### src/rtl/raster_timing.sv
module raster_timing #(
  parameter int          CW         = 16,
  parameter logic [31:0] UNLOCK_KEY = 32'h5EC0_0DE5
) (
  input  logic          clk,
  input  logic          rst,
  input  logic          reg_we,
  input  logic [3:0]    reg_addr,
  input  logic [31:0]   reg_wdata,
  output logic [31:0]   reg_rdata,
  output logic          hsync,
  output logic          vsync,
  output logic          blank,
  output logic          de,
  output logic          fp_hsync,
  output logic          fp_vsync,
  output logic          fp_de,
  output logic          sof,
  output logic [CW-1:0] pix_x,
  output logic [CW-1:0] line_y
);
  // CW must not exceed 16: each field occupies one half-word.
  localparam int NTIM = 8;
  localparam int TIW  = $clog2(NTIM);
  localparam logic [3:0] TBASE = 4'd2;

  logic            unlocked;
  logic [4:0]      ctrl;
  logic [31:0]     tim [NTIM];
  logic [3:0]      toff;
  logic            tsel;

  assign toff = reg_addr - TBASE;
  assign tsel = (reg_addr >= TBASE) && (reg_addr < TBASE + 4'(NTIM));

  always_ff @(posedge clk) begin
    if (rst) begin
      unlocked <= 1'b0;
      ctrl     <= '0;
      for (int i = 0; i < NTIM; i++) tim[i] <= '0;
    end else if (reg_we) begin
      if (reg_addr == 4'd0) begin
        if (reg_wdata == UNLOCK_KEY) unlocked <= 1'b1;
        else if (reg_wdata == 32'd0) unlocked <= 1'b0;
      end else if (unlocked) begin
        if (reg_addr == 4'd1) ctrl <= reg_wdata[4:0];
        else if (tsel) tim[toff[TIW-1:0]] <= reg_wdata;
      end
    end
  end

  always_comb begin
    reg_rdata = '0;
    if (reg_addr == 4'd0) reg_rdata = {31'd0, unlocked};
    else if (reg_addr == 4'd1) reg_rdata = {27'd0, ctrl};
    else if (tsel) reg_rdata = tim[toff[TIW-1:0]];
  end

  logic gen, blank_en, hs_en, vs_en, fp_en;
  assign {fp_en, vs_en, hs_en, blank_en, gen} = ctrl;

  logic [CW-1:0] h_act_f, h_tot_f, v_act_f, v_tot_f;
  assign h_act_f = tim[0][CW-1:0];
  assign h_tot_f = tim[0][16 +: CW];
  assign v_act_f = tim[3][CW-1:0];
  assign v_tot_f = tim[3][16 +: CW];

  function automatic logic in_win(input logic [CW-1:0] c, input logic [31:0] w);
    return (c > w[CW-1:0]) && (c <= w[16 +: CW]);
  endfunction

  logic h_end, v_end;
  assign h_end = (pix_x == h_tot_f);
  assign v_end = (line_y == v_tot_f);

  always_ff @(posedge clk) begin
    if (rst) begin
      pix_x  <= '0;
      line_y <= '0;
    end else if (gen) begin
      if (h_end) begin
        pix_x  <= '0;
        line_y <= v_end ? '0 : line_y + 1'b1;
      end else begin
        pix_x <= pix_x + 1'b1;
      end
    end
  end

  logic vis;
  assign vis      = (pix_x <= h_act_f) && (line_y <= v_act_f);
  assign de       = gen && blank_en && vis;
  assign blank    = gen && (!blank_en || in_win(pix_x, tim[1]) || in_win(line_y, tim[4]));
  assign hsync    = gen && hs_en && in_win(pix_x, tim[2]);
  assign vsync    = gen && vs_en && in_win(line_y, tim[5]);
  assign fp_hsync = gen && fp_en && in_win(pix_x, tim[6]);
  assign fp_vsync = gen && fp_en && in_win(line_y, tim[7]);
  assign fp_de    = fp_en && de;
  assign sof      = gen && (pix_x == '0) && (line_y == '0);
endmodule

### config.mk
export PLATFORM = sky130hd
export DESIGN_NAME = raster_timing
export DESIGN_NICKNAME = d
export VERILOG_FILES = /design/src/rtl/raster_timing.sv
export SDC_FILE = /design/constraint.sdc
export NUM_CORES = 1
export LEC_CHECK = 0
export ABC_AREA = 1
export ABC_CLOCK_PERIOD_IN_PS = 3230
export BUFFER_PORTS_ARGS = -buffer_cell sky130_fd_sc_hd__buf_2
export CORE_ASPECT_RATIO = 1.2
export CORE_MARGIN = 2
export CORE_UTILIZATION = 55
export CTS_BUF_LIST = sky130_fd_sc_hd__clkbuf_4 sky130_fd_sc_hd__clkbuf_8 sky130_fd_sc_hd__clkbuf_16
export DETAILED_ROUTE_END_ITERATION = 12
export PLACE_DENSITY_LB_ADDON = 0.2
export SLEW_MARGIN = 15
export SYNTH_ARGS = -nofsm -noshare
export SYNTH_HDL_FRONTEND = slang
export SYNTH_SLANG_ARGS = --single-unit
### constraint.sdc
create_clock -name clk -period 3.23 [get_ports clk]
set_input_delay 0.4845 -clock clk [delete_from_list [all_inputs] [get_ports clk]]
set_output_delay 0.4845 -clock clk [all_outputs]
set_load 0.01 [all_outputs]
==> metrics.md <==
| Metric | Value |
|---|---|
| Worst EP required | `~2.8 ns` |
| Largest area contributor in the netlist | `edfxtp_1` |
| Io pins | `111` |
| Crit path max fanout | `9` |
| Worst path arrival time | `around 2.7 ns` |
| Grt total ovfl | `0` |
| Final setup viols | `0` |
| CTS Sinks | `between 200 and 300` |
| Endpoint class of the critical path | `output port` |
| Top cells by count, synth | `nor2_1 (394), nand2_1 (380), inv_1 (327)` |
| Starting density of the core | `a little under three fifths` |
| Power Total | `approximately 9200 uW` |
| DRT Pass-1 Iters | `6` |
| TNS Setup | `0 ns` |
| Register bit total from synthesis | `slightly below 300` |
| Vias in the first global route | `~17,000` |
| Static leakage | `approximately 0.010 uW` |
| Final hold vios | `0` |
| RSZ-0062 raised after global routing | `false` |
| CP peak stage delay | `between 0.6 and 0.7 ns` |
| Synth cell types | `38` |
| Die Y | `approximately 210 um` |
| Dpl hpwl | `between 50,000 and 60,000 um` |
| Reg clk slew, reported paths | `around 0.060 ns` |
| Port Buffers | `110` |
| Root Buffer | `clkbuf_16` |
| DR vias | `about 18,000` |
| Diode count | `0` |
| Layout Area Growth over Synthesis | `14.1%` |
| PD cells | `414 nW/um^2` |
| Worst reg2reg setup slack | `between 0.8 and 0.9 ns` |
| DRT Wirelength | `68,100 um` |
| Largest net degree at the start of global routing | `57` |
| Net count, final | `2,792` |
| H-tree lvl count | `2` |
| Status | `complete, no violations` |
| Yosys warns | `0` |
| Synth Instances | `roughly 2,400` |
| Initial antenna violation count | `0` |
| CTS tree | `done` |
| Clk_lat worst skew | `0.53 ns` |
| Placeable Area | `~35,000 sq um` |
| Die X | `about 180 um` |
| VDD IR-drop max | `402 uV` |
| Hold crit path type | `in -> reg` |
| Via density | `between 5 and 6` |
| Post-Syn Area per Cell | `~8 sq um` |
| Ranking of synthesized cells by area | `edfxtp_1 (40%), ha_1 (15%), nor2_1 (7.6%)` |
| Final worst path period share | `97.0%` |
| First DRT Iteration DRCs | `about 1,800` |
| Top_reg_cell synth | `edfxtp_1` |
| CP cell instances | `buf_4, ha_1, nand2_1, nor2_1, nand2_1, nand2_1, nand2_1, a21oi_1, nand2_1, nand3_1, nand2_1, inv_1, buf_2` |
| Wire length of the first global-routing pass | `between 100,000 and 150,000 um` |
| Final antenna-violating net count | `0` |
| Slowest CP cell | `dfxtp_1` |
| Critical path type | `reg -> out` |
| Max_slew headroom | `a little over two fifths` |
| GP Congestion | `approximately 0.96` |
| Worst slew pin tran | `roughly 0.86 ns` |
| Post-synthesis sequential area ratio | `43.5%` |
| Max clock buf depth | `3` |
| Gr usage total | `between 30% and 40%` |
| Max-Cap Viols | `0` |
| Setup crit start kind | `register` |
| Post-route DRC | `0` |
| Critical Path Most Common Cell | `nand2_1` |
| Top-count cell post-synth | `nor2_1` |
| Top-area cell type share of the netlist area | `around 40%` |
| Maximum clock rate | `approximately 320 MHz` |
| Ys async rst share | `0%` |
| Post-Syn Nets | `~2,600` |
| Die area | `~37,000 sq um` |
| Num CTS Buffers | `35` |
| Post-synthesis cell area | `a little under 20,000 sq um` |
| EDFF count, synth | `around 260` |
| Min Tclk post-route | `3.13 ns` |
| Site Rows | `between 70 and 80` |
| Slew Limit Fails | `0` |
| Routed len/inst | `about 23 um` |
| Layout cells sized above 1 | `a little under an eighth` |
| Fin Clk Skew | `between 0.02 and 0.025 ns` |
[cells in the final DEF (no fill, tap or decap), types with 9 or more instances in the layout]
cell type    n
clkbuf_4     9
dfxtp_1     14
inv_1      325
o21ai_0    129
buf_2      109
or2_2       12
a31oi_1     53
nor4_1      13
dfxtp_2     21
nand2_1    380
clkinv_1    36
nor3_1      53
nor2_1     394
xor2_1      23
buf_4       88
ha_1       232
a21oi_1    206
edfxtp_1   256
nand4_1     42
nand3_1     54
clkbuf_16   37
[area by class of cell]
class / count / area, sq um
Fill cell: 3153 / 12800
Multi-Input combinational cell: 1631 / 9310
Sequential cell: 294 / 8490
Inverter: 358 / 1350
Timing Repair Buffer: 201 / 1290
Clock buffer: 47 / 1010
Tap cell: 462 / 578
Clock inverter: 15 / 116
[sequential cells by signal, indices dropped and copies added, names as in the netlist]
name      count
tim         256
pix_x        16
ctrl          5
line_y       16
unlocked      1
[logic make-up after synthesis]
group / share of synthesized area [%]
compound gates: 11.6
xor+xnor: 1.04
fa+ha+maj: 15.0
buf+inv: 8.49
flops: 43.5
simple gates: 20.4
[final timing paths]
path	start	endpoint	cells past startpoint
worst max-delay path	pix_x[6]	blank	13
worst min-delay path	reg_wdata[4]	unlocked	4
worst max register to register	pix_x[6]	line_y[3]	10
worst min register to register	unlocked	unlocked	2
[worst max-delay path: cells and delay by family, from the launching register on]
kind | cells | cell delay (ns)
compound gates | 1 | 0.13
flops | 1 | 0.61
simple gates | 8 | 0.73
fa+ha+maj | 1 | 0.16
buf+inv | 3 | 0.48
[timing repair]
action,CTS,global route
hold buffers,0,0
setup buffers,3,2
endpoints found under the setup margin,3,6
hold endpoints to repair,0,0
resized for setup,14,15
[metal layers]
metal / routed length, um / track usage (%)
met1: 25200 / 44.4
met2: 32400 / 61.2
met3: 5270 / 4.75
met4: 5320 / 25.5
met5: 0 / 0
[power breakdown]
part | switching (uW) | internal (uW) | total (uW)
combinational | 687 | 271 | 958
sequential | 51.3 | 4220 | 4270
clock | 1590 | 2340 | 3930
[stage by stage]
step / cell area [sq um] / instances / hold WS [ns] / worst slack [ns] / util (%)
final: 22100 / 3008 / 0.348 / 0.0967 / 63.4
after global routing: 22100 / 3008 / 0.360 / 0.0101 / 63.4
after CTS: 22100 / 3006 / 0.326 / 0.00135 / 63.3
after detailed placement: 20900 / 2941 / 0.490 / 0.469 / 59.9
after global placement: 20900 / 2941 / 0.487 / 0.455 / 59.9
after floorplan: 19400 / 2363 / 0.440 / 0.446 / -
Note: power is estimated with default switching activity, not from simulation.
